## config.mk

```make
export PLATFORM = sky130hd
export DESIGN_NAME = pmc_top
export DESIGN_NICKNAME = d
export VERILOG_FILES = /design/src/rtl/pmc_pkg.sv /design/src/rtl/pmc_req_arb.sv /design/src/rtl/pmc_step_timer.sv /design/src/rtl/pmc_seq.sv /design/src/rtl/pmc_top.sv
export SDC_FILE = /design/constraint.sdc
export NUM_CORES = 1
export LEC_CHECK = 0
export BUFFER_PORTS_ARGS = -buffer_cell sky130_fd_sc_hd__buf_2
export CAP_MARGIN = 5
export CORE_MARGIN = 10
export CORE_UTILIZATION = 54
export CTS_CLUSTER_DIAMETER = 120
export DETAILED_ROUTE_END_ITERATION = 16
export PLACE_DENSITY = 0.73
export SETUP_SLACK_MARGIN = 0.05
export SLEW_MARGIN = 0
export SYNTH_ARGS = -nofsm -noshare
export SYNTH_HDL_FRONTEND = slang
export SYNTH_SLANG_ARGS = --single-unit
```

## constraint.sdc

```tcl
create_clock -name clk -period 3.9 [get_ports clk]
set_input_delay 0.195 -clock clk [delete_from_list [all_inputs] [get_ports clk]]
set_output_delay 0.195 -clock clk [all_outputs]
set_load 0.03 [all_outputs]
```

## src/rtl/pmc_pkg.sv

```systemverilog
package pmc_pkg;
  typedef enum logic [1:0] {
    MODE_RUN   = 2'b00,
    MODE_IDLE  = 2'b01,
    MODE_SLEEP = 2'b10
  } pmc_mode_e;

  typedef enum logic [3:0] {
    ST_RUN,
    ST_IDLE,
    ST_SLEEP,
    ST_R2I,
    ST_I2R,
    ST_SLP1,
    ST_SLP2,
    ST_SLP3,
    ST_WAKE
  } pmc_state_e;

  function automatic int unsigned pmc_max3(int unsigned a, int unsigned b, int unsigned c);
    int unsigned m;
    m = (a > b) ? a : b;
    return (m > c) ? m : c;
  endfunction
endpackage

```

## src/rtl/pmc_req_arb.sv

```systemverilog
module pmc_req_arb
  import pmc_pkg::*;
(
  input  logic      req_valid,
  input  logic [1:0] req_mode,
  input  logic      wake,
  input  pmc_mode_e cur_mode,
  input  logic      busy,
  output logic      start,
  output pmc_mode_e target
);
  logic code_ok;
  logic path_ok;
  logic req_ok;
  logic wake_ok;

  always_comb begin
    code_ok = (req_mode != 2'b11) && (req_mode != 2'(cur_mode));
    path_ok = (cur_mode != MODE_SLEEP) || (req_mode == 2'(MODE_RUN));
    req_ok  = req_valid && code_ok && path_ok;
    wake_ok = wake && (cur_mode != MODE_RUN);
    start   = !busy && (wake_ok || req_ok);
    if (wake_ok) begin
      target = MODE_RUN;
    end else if (req_ok) begin
      target = pmc_mode_e'(req_mode);
    end else begin
      target = cur_mode;
    end
  end
endmodule

```

## src/rtl/pmc_step_timer.sv

```systemverilog
module pmc_step_timer #(
  parameter int CNT_W = 11
) (
  input  logic             clk,
  input  logic             rst_n,
  input  logic             load,
  input  logic [CNT_W-1:0] load_val,
  output logic             done
);
  logic [CNT_W-1:0] cnt;

  always_ff @(posedge clk or negedge rst_n) begin
    if (!rst_n) begin
      cnt <= '0;
    end else if (load) begin
      cnt <= load_val;
    end else if (cnt != '0) begin
      cnt <= cnt - 1'b1;
    end
  end

  assign done = (cnt == '0);
endmodule

```

## src/rtl/pmc_seq.sv

```systemverilog
module pmc_seq
  import pmc_pkg::*;
#(
  parameter int LAT_DOZE = 10,
  parameter int LAT_STEP = 30,
  parameter int LAT_WAKE = 1600,
  parameter int CNT_W    = 11
) (
  input  logic             clk,
  input  logic             rst_n,
  input  logic             start,
  input  pmc_mode_e        target,
  input  logic             done,
  output logic             load,
  output logic [CNT_W-1:0] load_val,
  output pmc_mode_e        cur_mode,
  output logic             busy,
  output logic             cpu_clk_en,
  output logic             main_pwr_en,
  output logic             iso_en
);
  localparam logic [CNT_W-1:0] LV_DOZE = CNT_W'(LAT_DOZE - 1);
  localparam logic [CNT_W-1:0] LV_STEP = CNT_W'(LAT_STEP - 1);
  localparam logic [CNT_W-1:0] LV_WAKE = CNT_W'(LAT_WAKE - 1);

  pmc_state_e state, nxt_state;
  pmc_mode_e  nxt_mode;

  always_comb begin
    nxt_state = state;
    nxt_mode  = cur_mode;
    load      = 1'b0;
    load_val  = '0;
    case (state)
      ST_RUN, ST_IDLE, ST_SLEEP: begin
        if (start) begin
          load = 1'b1;
          case (target)
            MODE_RUN: begin
              if (state == ST_SLEEP) begin
                nxt_state = ST_WAKE;
                load_val  = LV_WAKE;
              end else begin
                nxt_state = ST_I2R;
                load_val  = LV_DOZE;
              end
            end
            MODE_IDLE: begin
              nxt_state = ST_R2I;
              load_val  = LV_DOZE;
            end
            MODE_SLEEP: begin
              nxt_state = ST_SLP1;
              load_val  = LV_STEP;
            end
            default: load = 1'b0;
          endcase
        end
      end
      ST_R2I: if (done) begin
        nxt_state = ST_IDLE;
        nxt_mode  = MODE_IDLE;
      end
      ST_I2R, ST_WAKE: if (done) begin
        nxt_state = ST_RUN;
        nxt_mode  = MODE_RUN;
      end
      ST_SLP1: if (done) begin
        nxt_state = ST_SLP2;
        load      = 1'b1;
        load_val  = LV_STEP;
      end
      ST_SLP2: if (done) begin
        nxt_state = ST_SLP3;
        load      = 1'b1;
        load_val  = LV_STEP;
      end
      ST_SLP3: if (done) begin
        nxt_state = ST_SLEEP;
        nxt_mode  = MODE_SLEEP;
      end
      default: begin
        nxt_state = ST_RUN;
        nxt_mode  = MODE_RUN;
      end
    endcase
  end

  always_ff @(posedge clk or negedge rst_n) begin
    if (!rst_n) begin
      state    <= ST_RUN;
      cur_mode <= MODE_RUN;
    end else begin
      state    <= nxt_state;
      cur_mode <= nxt_mode;
    end
  end

  always_comb begin
    busy        = !(state inside {ST_RUN, ST_IDLE, ST_SLEEP});
    cpu_clk_en  = (state == ST_RUN);
    main_pwr_en = !(state inside {ST_SLP3, ST_SLEEP});
    iso_en      = state inside {ST_SLP2, ST_SLP3, ST_SLEEP, ST_WAKE};
  end
endmodule

```

## src/rtl/pmc_top.sv

```systemverilog
module pmc_top
  import pmc_pkg::*;
#(
  parameter int LAT_DOZE = 10,
  parameter int LAT_STEP = 30,
  parameter int LAT_WAKE = 1600
) (
  input  logic       clk,
  input  logic       rst_n,
  input  logic       req_valid,
  input  logic [1:0] req_mode,
  input  logic       wake,
  output logic       cpu_clk_en,
  output logic       main_pwr_en,
  output logic       iso_en,
  output logic [1:0] mode,
  output logic       busy
);
  localparam int unsigned LAT_MAX = pmc_max3(LAT_DOZE, LAT_STEP, LAT_WAKE);
  localparam int CNT_W = $clog2(LAT_MAX + 1);

  pmc_mode_e        cur_mode;
  pmc_mode_e        target;
  logic             start;
  logic             load;
  logic             done;
  logic [CNT_W-1:0] load_val;

  pmc_req_arb u_arb (
    .req_valid (req_valid),
    .req_mode  (req_mode),
    .wake      (wake),
    .cur_mode  (cur_mode),
    .busy      (busy),
    .start     (start),
    .target    (target)
  );

  pmc_step_timer #(.CNT_W(CNT_W)) u_tmr (
    .clk      (clk),
    .rst_n    (rst_n),
    .load     (load),
    .load_val (load_val),
    .done     (done)
  );

  pmc_seq #(
    .LAT_DOZE (LAT_DOZE),
    .LAT_STEP (LAT_STEP),
    .LAT_WAKE (LAT_WAKE),
    .CNT_W    (CNT_W)
  ) u_seq (
    .clk         (clk),
    .rst_n       (rst_n),
    .start       (start),
    .target      (target),
    .done        (done),
    .load        (load),
    .load_val    (load_val),
    .cur_mode    (cur_mode),
    .busy        (busy),
    .cpu_clk_en  (cpu_clk_en),
    .main_pwr_en (main_pwr_en),
    .iso_en      (iso_en)
  );

  assign mode = cur_mode;
endmodule

```

# Word-level counts from Yosys, hierarchy flattened

Cells that the tools add are included.

Register bits after elaboration: 17
Word-level logic and storage cells: 77
Output and inout bits: 6
Input port bits: 6

Add/subtract/negate cells: 1
Equal/unequal tests: 20
Reductions and logical operators: 26
Bitwise gates (word level): 1
Multiplexer cells: 26

Operators with widths:

| cell                                                | number |
|---|---|
| 2-to-1 mux 11 bit                                   | 4 |
| one-hot mux 11 bit (3 select lines)                 | 1 |
| 2-to-1 mux 4 bit                                    | 7 |
| one-hot mux 4 bit (6 select lines)                  | 1 |
| one-hot mux 11 bit (2 select lines)                 | 1 |
| == test 4 x 3 -> 1 bit (second input constant)      | 4 |
| inequality test 2 bit (second input constant)       | 8 |
| one-hot mux 4 bit (3 select lines)                  | 1 |
| zero test 11 bit                                    | 1 |
| nonzero test 11 bit                                 | 1 |
| subtractor 11 x 1 -> 11 bit (second input constant) | 1 |
| 2-to-1 mux 2 bit                                    | 5 |
| == test 4 x 2 -> 1 bit (second input constant)      | 2 |
| one-hot mux 2 bit (4 select lines)                  | 1 |
| AND reduction 7 bit                                 | 1 |
| nonzero test 2 bit                                  | 3 |
| OR reduction 3 bit                                  | 2 |
| logical AND 1 bit                                   | 5 |
| 2-to-1 mux 5 bit                                    | 1 |
| OR reduction 5 bit                                  | 1 |
| == test 4 x 1 -> 1 bit (second input constant)      | 1 |
| == test 4 bit (second input constant)               | 1 |
| zero test 2 bit                                     | 2 |
| zero test 4 bit                                     | 1 |
| other kinds (13)                                    | 18 |

# Longest topological paths before layout

Gate-level depths: netlist of run 1.

Depth after elaboration: 12
Mapped depth: 11
Mapped depth without buffers: 10

# By module

From an unflattened synthesis of run 1, not the netlist that was laid out.

Cells, all modules: 160
Area total of the unflattened synthesis: 1382.6 µm²

By module, submodules not included:

| module         | cells an instance | times used | area each (µm²) | sequential area each (µm²) |
|---|---|---|---|---|
| pmc_seq        | 81                | 1          | 649.4           | 150.1 |
| pmc_step_timer | 63                | 1          | 626.9           | 275.3 |
| pmc_req_arb    | 16                | 1          | 106.4           | 0.0 |

# Worst setup path after synthesis of run 1

No wires, ideal clock.

Path kind: reg2reg
From: register u_seq.cur_mode[1]
To: register u_seq.state[2]
Data arrival time: 2.463 ns
Setup time: 0.125 ns
Setup slack: 1.312 ns
Required time: 3.775 ns
Path buffers: 1
Period minus slack after synthesis: 2.588 ns
Cell stages (with the launch flop): 11
Cells stage by stage: dfrtp_1 buf_2 o21a_1 o21ai_0 o2bb2ai_1 inv_1 ha_1 nor3_1 a21oi_4 nand2_2 mux2_4

Word-level cells in the longest chain between the ends: 10
Elaborated cells on any way between the ends: 21
Those cells by class: 6 x eq/ne; 5 x mux; 10 x reduce/logical

RTL lines:

| what                                        | line              | text |
|---|---|---|
| from (decl)                                 | pmc_seq.sv:16     | `output pmc_mode_e cur_mode,` |
| from (signal assigned)                      | pmc_seq.sv:95     | `cur_mode <= nxt_mode;` |
| inequality test 2 bit                       | pmc_req_arb.sv:18 | `code_ok = (req_mode != 2'b11) && (req_mode != 2'(cur_mode));` |
| logical AND 1 bit                           | pmc_req_arb.sv:18 |  |
| logical AND 1 bit (2 in a row)              | pmc_req_arb.sv:20 | `req_ok = req_valid && code_ok && path_ok;` |
| 2-to-1 mux 2 bit                            | pmc_req_arb.sv:25 | `end else if (req_ok) begin` |
| 2-to-1 mux 2 bit                            | pmc_req_arb.sv:23 | `if (wake_ok) begin` |
| == test 2 bit, or another cell as far along | pmc_seq.sv:38     | `case (target)` |
| one-hot mux 4 bit (3 select lines)          | pmc_seq.sv:38     |  |
| 2-to-1 mux 4 bit                            | pmc_seq.sv:36     | `if (start) begin` |
| one-hot mux 4 bit (6 select lines)          | pmc_seq.sv:34     | `case (state)` |
| to (signal assigned)                        | pmc_seq.sv:94     | `state <= nxt_state;` |
| to (decl)                                   | pmc_seq.sv:26     | `pmc_state_e state, nxt_state;` |

Several ways; a longest one is shown, not always the timed one. The select of a mux whose other input is x is not followed.
A chain may end at the register's enable or synchronous reset.

# Final worst setup path of run 1

Ends and elaborated chain as after synthesis.

==> flow_summary_export.csv, run 1 <==
group,metric,value,unit
status,status,"completed",
grt,grt_overflow,0,
power_and_ir_drop,switching_power,543,uW
worst_setup_path,worst-path-buf-inv,1,
layout,fin_area,1420,sq um
grt,track_usage,12.4,%
sta,finalSetupViolations,0,
placed_design,placed_cell_area,1390,sq um
worst_setup_path,path_class,"flip-flop to flip-flop",
power_and_ir_drop,power.leakage,0.618,nW
clock_network,clk_pin_slew,100,ps
die,initial_core_util,55.9,%
layout,area_growth_syn_to_layout,3.83,%
yosys,synth_top_area_share,31.0,%
die,die_height,70.4,microns
placed_design,dp.cells,187,
drt,drtPass1Iterations,4,
power_and_ir_drop,power.share.sequential,34.0,%
worst_setup_path,reg2regPathDepth,9,
layout,nNetsFinal,174,
grt,grt_antenna_before_repair,0,
worst_setup_path,start_kind,"flip-flop",
worst_setup_path,critPathRequiredTime,4090,ps
worst_setup_path,endpoint_kind,"flip-flop",
worst_setup_path,cp_slowest_cell,"dfrtp_1",
sta,worst_pin_slew,741,ps
clock_network,root_buffer,"clkbuf_4",
worst_setup_path,r2r_start,"u_seq.cur_mode[1]",
sta,max_freq,378,MHz
clock_network,cts_resized,0,
sta,finalMaxSlewViolations,0,
worst_setup_path,crit_family,"compound AO/OA/AOI/OAI gates",
worst_setup_path,max_stage_delay,500,ps
layout,antenna_cells,0,
layout,final_cells,192,
clock_network,cts_buffer_depth,2,
hold_path,hp-class,"input port to asynchronous set/reset pin",
yosys,synth_top_area_cell,"dfrtp_1",
worst_setup_path,r2r_end,"u_seq.state[2]",
yosys,yosysSeqAreaShare,31.0,%
yosys,synthCells,156,
yosys,yosysWarningCount,0,
yosys,synth_edf_count,0,
sta,tns,0,ps
sta,hold_violations,0,
drt,routedWlPerCell,15.3,microns
layout,fillers,235,
layout,post-route-util,58.0,%
yosys,ys.flop_type,"dfrtp_1",
yosys,synth_area_leaders,"dfrtp_1, ha_1, xnor2_1",
grt,grt_max_degree,19,
worst_setup_path,reg2reg_slack,1250,ps
layout,final_common_cell,"dfrtp_1",
power_and_ir_drop,switching_share,49.2,%
power_and_ir_drop,max-vdd-ir-drop,0.377,mV
drt,vias,1167,
die,die_area,4960,sq um
worst_setup_path,worstPathMaxFanout,11,
clock_network,insertion_delay,290,ps
drt,drt_wl_total,2.94,mm
yosys,syn_area,1370,sq um
drt,postRouteAntennaNets,0,
placed_design,port_buffers,11,
sta,finalCritPeriodShare,67.9,%
power_and_ir_drop,clockPowerShare,8.6,%
clock_network,tritoncts.num_buffers,3,
placed_design,gp_congestion,0.843,
grt,grt_pass1_wl,5.26,mm
yosys,ys_ff_latch,17,
die,coreArea,2450,sq um
clock_network,cts_tree,"done",
sta,finClkSkew,2.37,ps
yosys,synth_area_per_cell,8.79,sq um
run,drv_cap,0,
yosys,synth_cell_type_count,53,
grt,grt_pass1_vias,1166,
worst_setup_path,path_cells,"o21a_1 > o21ai_0 > o2bb2ai_1 > inv_1 > ha_1 > nor3_1 > a21oi_4 > nand2_2 > mux2_4",
yosys,syn-num-nets,167,
layout,final_layout_size_suffix_gt1_share,17.3,%
worst_setup_path,arrival,2840,ps
clock_network,cts.sinks,17,
die,ios,12,
power_and_ir_drop,p_int,560,uW
sta,maxSlewHeadroom,50.2,%
layout,mostFrequentLayoutCells,"dfrtp_1, nand2_1, nor2_1",
power_and_ir_drop,pwr-share-comb,57.4,%
placed_design,dpl.hpwl,2.18,mm
die,rows,18,
clock_network,htreeDepth,1,
drt,vias_per_cell,6.08,
die,die_width,70.4,microns
drt,drt_iter0_drc,115,
sta,rsz0062_at_grt,"false",
yosys,synthArstFlopShare,100,%
sta,period_minus_slack,2650,ps
drt,drc,0,
power_and_ir_drop,powerDensity,775,nW/um^2
[kinds of logic (layout without fill, tap and decap cells)]
group	Yosys count	after routing	synth area share (%)
simple gates	68	68	28.6
flops	17	17	31.0
xor+xnor	9	9	5.75
mux	3	3	2.92
buf+inv	16	22	7.21
fa+ha+maj	5	5	4.56
compound gates	38	38	20.0
[stage by stage]
stage	power [mW]	worst slack, ps	hold slack (ps)
2_1_floorplan	0.903	1310	-101
6_report	1.10	1250	343
3_5_place_dp	1.01	1270	142
3_3_place_gp	0.990	1340	129
5_1_grt	1.21	1050	386
4_1_cts	1.11	1250	358
[synthesized netlist by cell type (all sizes together) (3+ instances only)]
master / n
dfrtp: 17
nand2: 13
nor2: 12
o21ai: 11
nand2b: 7
nand3: 7
nor3: 7
a21oi: 6
buf: 6
inv: 6
nor4: 6
xnor2: 6
ha: 5
clkbuf: 4
nor2b: 4
o31ai: 3
or4: 3
xor2: 3
[how the worst max path moves through the flow]
stage,start,end,slack [ps],cells past startpoint
global placement,u_seq.cur_mode[1],u_seq.state[3],1340,9
floorplan,u_seq.cur_mode[1],u_seq.state[2],1310,10
global route,u_seq.cur_mode[0],u_seq.state[3],1050,9
CTS,u_seq.cur_mode[1],u_seq.state[2],1250,9
finish,u_seq.cur_mode[1],u_seq.state[2],1250,9
detailed placement,u_seq.cur_mode[1],u_seq.state[2],1270,9
[registers in the layout, summed over array words and instances, names as in the netlist]
| register | count |
|---|---|
| u_tmr.cnt | 11 |
| u_seq.state | 4 |
| u_seq.cur_mode | 2 |
[per-layer routing]
layer	vias to the layer above	part of all wire, %	routed length, microns	global-route usage, %
li1	579	-	-	-
met1	555	45	1320	15.0
met2	28	50	1460	20.7
met3	5	3.6	106	1.69
met4	0	2.1	61	6.14
met5	-	0	0	0
[power by group through the flow]
stage	clock [mW]	combinational [mW]	sequential, mW
finish	0.0950	0.634	0.375
CTS	0.0976	0.636	0.372
global route	0.106	0.714	0.389
global placement	0	0.619	0.371
detailed placement	0	0.630	0.376
floorplan	0	0.599	0.305
[area by class of cell]
cell class	instances	area [sq um]	area share [%]
inverters	6	22.5	1.58
well taps	30	37.5	2.64
flip-flops and latches	17	425	29.9
repair buffers	12	65.1	4.57
clock buffers	4	26.3	1.85
multi-input cells	123	847	59.5
[what timing repair did]
action | in CTS | in global routing
endpoints found under the hold margin | 17 | 0
buffers inserted | 0 | 0
hold buffers | 1 | 0
Note: power is estimated with default switching activity, not from simulation.
==> inputs of run 2 (changes only) <==
--- a/config.mk
+++ b/config.mk
@@ -5,13 +5,14 @@
 export SDC_FILE = /design/constraint.sdc
 export NUM_CORES = 1
 export LEC_CHECK = 0
+export ABC_AREA = 1
 export BUFFER_PORTS_ARGS = -buffer_cell sky130_fd_sc_hd__buf_2
 export CAP_MARGIN = 5
 export CORE_MARGIN = 10
-export CORE_UTILIZATION = 54
+export CORE_UTILIZATION = 53
 export CTS_CLUSTER_DIAMETER = 120
 export DETAILED_ROUTE_END_ITERATION = 16
-export PLACE_DENSITY = 0.73
+export PLACE_DENSITY = 0.75
 export SETUP_SLACK_MARGIN = 0.05
 export SLEW_MARGIN = 0
 export SYNTH_ARGS = -nofsm -noshare
==> constraint.sdc (replaced) <==
create_clock -name clk -period 2.33 [get_ports clk]
set_input_delay 0.1165 -clock clk [delete_from_list [all_inputs] [get_ports clk]]
set_output_delay 0.1165 -clock clk [all_outputs]
set_load 0.03 [all_outputs]
==> flow_summary_export.csv, run 2 <==
group,metric,value,unit
placed_design,dpl.hpwl,2.30,mm
worst_setup_path,cp_slowest_cell,"dfrtp_2",
clock_network,insertion_delay,300,ps
sta,maxSlewHeadroom,70.2,%
yosys,synth_area_per_cell,7.46,sq um
power_and_ir_drop,powerDensity,1210,nW/um^2
yosys,synthCells,178,
die,die_area,4910,sq um
worst_setup_path,reg2reg_slack,140,ps
yosys,synthTopCellsByCount,"nand2_1, inv_1, dfrtp_1",
power_and_ir_drop,power.leakage,0.813,nW
hold_path,hp-class,"input port to asynchronous set/reset pin",
yosys,yosysWarningCount,0,
drt,vias_per_cell,5.21,
die,coreArea,2430,sq um
yosys,yosysSeqAreaShare,32.0,%
sta,period_minus_slack,2190,ps
layout,top_register,"u_tmr.cnt",
grt,grt_pass1_wl,5.16,mm
power_and_ir_drop,max-vdd-ir-drop,0.731,mV
sta,finalMaxSlewViolations,0,
die,rows,18,
grt,grt_pass1_vias,1166,
layout,largest_register_ffs,11,
layout,post-route-util,63.5,%
sta,worst_pin_slew,441,ps
sta,finalSetupViolations,0,
layout,mostFrequentLayoutCells,"nand2_1, inv_1, dfrtp_1",
die,ios,12,
drt,vias,1192,
status,status,"completed",
yosys,syn-num-nets,189,
sta,tns,0,ps
drt,drc,0,
layout,fillers,215,
yosys,synth_most_common_cell,"nand2_1",
yosys,synth_top_area_share,32.0,%
drt,postRouteAntennaNets,0,
sta,finClkSkew,10.6,ps
yosys,ys.flop_type,"dfrtp_1",
layout,area_growth_syn_to_layout,16.4,%
die,initial_core_util,54.6,%
yosys,synth_cell_type_count,33,
yosys,synth_top_area_cell,"dfrtp_1",
layout,final_cells,229,
grt,grt_max_degree,18,
grt,grt_antenna_before_repair,0,
clock_network,clk_pin_slew,100,ps
layout,final_layout_size_suffix_gt1_share,31.2,%
sta,max_freq,457,MHz
worst_setup_path,endpoint_kind,"flip-flop",
yosys,synthArstFlopShare,100,%
worst_setup_path,worstPathMaxFanout,8,
worst_setup_path,arrival,2370,ps
worst_setup_path,path_class,"flip-flop to flip-flop",
die,die_width,70.0,microns
placed_design,dp.cells,220,
drt,routedWlPerCell,13.0,microns
yosys,synth_edf_count,0,
placed_design,port_buffers,11,
worst_setup_path,reg2regPathDepth,14,
drt,drt_wl_total,2.97,mm
yosys,ys_ff_latch,17,
yosys,syn_area,1330,sq um
clock_network,root_buffer,"clkbuf_4",
clock_network,htreeDepth,1,
drt,drt_iter0_drc,83,
grt,grt_overflow,0,
worst_setup_path,path_cells,"inv_1 > nand2_1 > nand3_2 > nand2_4 > nand2_4 > o21ai_1 > a21oi_2 > inv_2 > ha_4 > inv_2 > a32oi_2 > nand3_4 > nand2_2 > o21ai_1",
layout,nNetsFinal,211,
layout,antenna_cells,0,
worst_setup_path,max_stage_delay,460,ps
sta,finalCritPeriodShare,93.8,%
grt,track_usage,12.4,%
layout,final_common_cell,"nand2_1",
sta,hold_violations,0,
run,drv_cap,0,
die,die_height,70.0,microns
layout,top_regs,"u_tmr.cnt (11), u_seq.state (4), u_seq.cur_mode (2)",
drt,drtPass1Iterations,4,
clock_network,cts_buffer_depth,2,
yosys,synth_area_leaders,"dfrtp_1, nand2_1, inv_1",
clock_network,cts_tree,"done",
placed_design,gp_congestion,0.906,
clock_network,cts.sinks,17,
power_and_ir_drop,power,1.87,mW
clock_network,tritoncts.num_buffers,3,
worst_setup_path,start_kind,"flip-flop",
worst_setup_path,critPathRequiredTime,2510,ps
-- run 2: cell count changes in the layout (fill, tap and decap cells not counted), moves of 5 or more --
cell      change
buf_4         +5
inv_1        +17
inv_2        +12
nand2_1      +21
nand2_2       +5
nand2b_1      -7
nor3_1        -5
o21ai_1       +6
xnor2_1       -6
-- run 2: stage by stage --
| stage | setup slack, ps | cell area [sq um] | hold WS, ps |
|---|---|---|---|
| 6_report | 144 | 1550 | 258 |
| 3_5_place_dp | -36.7 | 1430 | 50.3 |
| 3_3_place_gp | 199 | 1430 | 53.7 |
| 2_1_floorplan | 134 | 1330 | -179 |
| 4_1_cts | 73.0 | 1480 | 262 |
| 5_1_grt | -7.04 | 1550 | 292 |
-- run 2: cells by family after synthesis --
logic type	Yosys count	synth area share (%)
adder cells (fa/ha/maj)	5	4.71
AO/OA/AOI/OAI	26	12.3
buffers and inverters	37	10.7
flip-flops	17	32.0
XOR/XNOR	6	3.96
AND/OR/NAND/NOR	87	36.2
-- run 2: critical path, delay by kind of cell (launching register included) --
kind	cells	cell delay, ps
compound gates	4	540
buf+inv	3	220
simple gates	6	580
flops	1	460
fa+ha+maj	1	270
-- run 2: report_power, final --
group	internal [mW]	total, mW	switching, mW
combinational	0.423	1.19	0.767
sequential	0.410	0.519	0.109
clock	0.0668	0.156	0.0894
-- run 2: cell type report --
type                            instances  area (sq um)  share of cell area, %
Clock buffer                            4          26.3                   1.70
Tap cell                               30          37.5                   2.43
Timing Repair Buffer                   17           103                   6.64
Sequential cell                        17           427                   27.6
Inverter                               37           143                   9.23
Multi-Input combinational cell        124           810                   52.4
-- run 2: repair_timing --
| item | CTS | global route |
|---|---|---|
| hold buffers | 1 | 0 |
| buffers inserted | 2 | 2 |
| gates resized for setup | 1 | 15 |
| pin swaps | 1 | 7 |
| hold endpoints to repair | 17 | 0 |
| setup endpoints to repair | 4 | 13 |
-- run 2: path summary, 6_finish.rpt --
check / startpoint / to
max: u_seq.cur_mode[1] / u_seq.state[3]
max reg2reg: u_seq.cur_mode[1] / u_seq.state[3]
min reg2reg: u_tmr.cnt[1] / u_tmr.cnt[1]
min: rst_n / u_tmr.cnt[5]
min in group clk: req_valid / u_tmr.cnt[6]
max in group asynchronous: rst_n / u_seq.cur_mode[1]
-- run 2: metal layers --
| metal | up-vias | track usage [%] | routed length, microns |
|---|---|---|---|
| li1 | 609 | - | - |
| met1 | 553 | 14.4 | 1330 |
| met2 | 25 | 20.6 | 1450 |
| met3 | 5 | 3.95 | 140 |
| met4 | 0 | 4.61 | 41 |
| met5 | - | 0 | 0 |
==> inputs of run 3 (changes only) <==
--- a/config.mk
+++ b/config.mk
@@ -8,7 +8,7 @@
 export ABC_AREA = 1
 export BUFFER_PORTS_ARGS = -buffer_cell sky130_fd_sc_hd__buf_2
 export CAP_MARGIN = 5
-export CORE_MARGIN = 10
+export CORE_MARGIN = 2
 export CORE_UTILIZATION = 53
 export CTS_CLUSTER_DIAMETER = 120
 export DETAILED_ROUTE_END_ITERATION = 16
==> flow_summary_export.csv, run 3 (same netlist as run 2, synthesis figures left out) <==
group,metric,value,unit
layout,top_register,"u_tmr.cnt",
clock_network,root_buffer,"clkbuf_4",
layout,top_regs,"u_tmr.cnt (11), u_seq.state (4), u_seq.cur_mode (2)",
drt,routedWlPerCell,11.9,microns
layout,final_layout_size_suffix_gt1_share,29.6,%
layout,post-route-util,62.7,%
drt,drt_iter0_drc,18,
die,initial_core_util,54.6,%
die,coreArea,2430,sq um
worst_setup_path,crit_family,"simple AND/OR/NAND/NOR gates",
hold_path,hp-class,"input port to asynchronous set/reset pin",
worst_setup_path,worstPathMaxFanout,8,
worst_setup_path,endpoint_kind,"flip-flop",
clock_network,insertion_delay,290,ps
clock_network,clk_pin_slew,90,ps
sta,tns,0,ps
worst_setup_path,arrival,2340,ps
grt,grt_max_degree,18,
sta,fin_ws,166,ps
worst_setup_path,start_kind,"flip-flop",
power_and_ir_drop,power.leakage,0.810,nW
sta,worst_pin_slew,465,ps
sta,finalSetupViolations,0,
drt,drtPass1Iterations,4,
sta,period_minus_slack,2160,ps
layout,mostFrequentLayoutCells,"nand2_1, inv_1, dfrtp_1",
clock_network,cts_buffer_depth,2,
sta,rsz0062_at_grt,"false",
layout,area_growth_syn_to_layout,14.8,%
clock_network,htreeDepth,1,
worst_setup_path,path_cells,"inv_2 > nand2_1 > nand2_1 > nand3_2 > nand2_2 > nand2_4 > a21oi_2 > inv_2 > ha_1 > inv_2 > a32oi_2 > nand3_4 > nand2_2 > o21ai_1",
placed_design,gp_congestion,0.963,
sta,finalCritPeriodShare,92.9,%
die,rows,18,
power_and_ir_drop,max-vdd-ir-drop,0.737,mV
layout,fin_area,1520,sq um
worst_setup_path,critPathRequiredTime,2500,ps
grt,grt_pass1_wl,4.25,mm
sta,max_freq,462,MHz
layout,fillers,207,
placed_design,placed_cell_area,1430,sq um
placed_design,pre_cts_slack,13.7,ps
drt,postRouteAntennaNets,0,
power_and_ir_drop,power,1.83,mW
die,die_area,2920,sq um
worst_setup_path,path_common_cell,"inv_2",
worst_setup_path,reg2regPathDepth,14,
layout,largest_register_ffs,11,
die,die_height,54.0,microns
layout,nNetsFinal,211,
placed_design,dpl.hpwl,2.24,mm
clock_network,cts.sinks,17,
drt,vias,1167,
grt,grt_antenna_before_repair,0,
status,status,"completed",
grt,grt_overflow,0,
worst_setup_path,path_class,"flip-flop to flip-flop",
placed_design,dp.cells,220,
placed_design,port_buffers,11,
power_and_ir_drop,powerDensity,1200,nW/um^2
worst_setup_path,max_stage_delay,410,ps
drt,drt_wl_total,2.73,mm
drt,drc,0,
sta,finClkSkew,6.09,ps
sta,hold_violations,0,
die,ios,12,
die,die_width,54.0,microns
drt,vias_per_cell,5.10,
sta,hold_slack,269,ps
clock_network,tritoncts.num_buffers,3,
grt,track_usage,20.6,%
clock_network,cts_tree,"done",
layout,antenna_cells,0,
worst_setup_path,cp_slowest_cell,"dfrtp_1",
worst_setup_path,cp.depth,14,
worst_setup_path,worst-path-buf-inv,3,
layout,final_common_cell,"nand2_1",
run,drv_cap,0,
sta,finalMaxSlewViolations,0,
layout,final_cells,229,
grt,grt_pass1_vias,1045,
sta,maxSlewHeadroom,68.5,%
-- run 3: worst paths after layout --
kind / to / slack, ps / from
hold / removal: u_tmr.cnt[5] / 270 / rst_n
setup reg to reg: u_seq.state[1] / 170 / u_seq.cur_mode[0]
max in group asynchronous: u_tmr.cnt[0] / 1790 / rst_n
setup / recovery: u_seq.state[1] / 170 / u_seq.cur_mode[0]
min in group clk: u_tmr.cnt[8] / 420 / req_valid
hold reg to reg: u_tmr.cnt[1] / 510 / u_tmr.cnt[1]
-- run 3: per-layer routing --
metal,vias up,wire (microns),global-route usage [%]
met1,536,1260,24.5
met2,20,1380,35.4
met3,4,75,6.11
met4,0,19,6.67
li1,607,-,-
met5,-,0,0
-- run 3: what timing repair did --
item	in CTS	in global routing
setup endpoints to repair	4	13
pin swaps	1	3
gates resized for setup	1	11
gates cloned	0	0
hold buffers	1	0
endpoints found under the hold margin	17	0
setup buffers	1	3
-- run 3: cell type report --
type / instances / area (sq um) / share of cell area, %
well taps: 30 / 37.5 / 2.46
multi-input cells: 124 / 790 / 51.8
flip-flops and latches: 17 / 425 / 27.9
inverters: 37 / 143 / 9.36
clock buffers: 4 / 26.3 / 1.72
repair buffers: 17 / 103 / 6.73
-- run 3: power by group --
part,total [mW],switching (mW),internal [mW]
sequential,0.519,0.109,0.410
clock,0.149,0.0824,0.0665
combinational,1.16,0.749,0.412
total,1.83,0.940,0.889
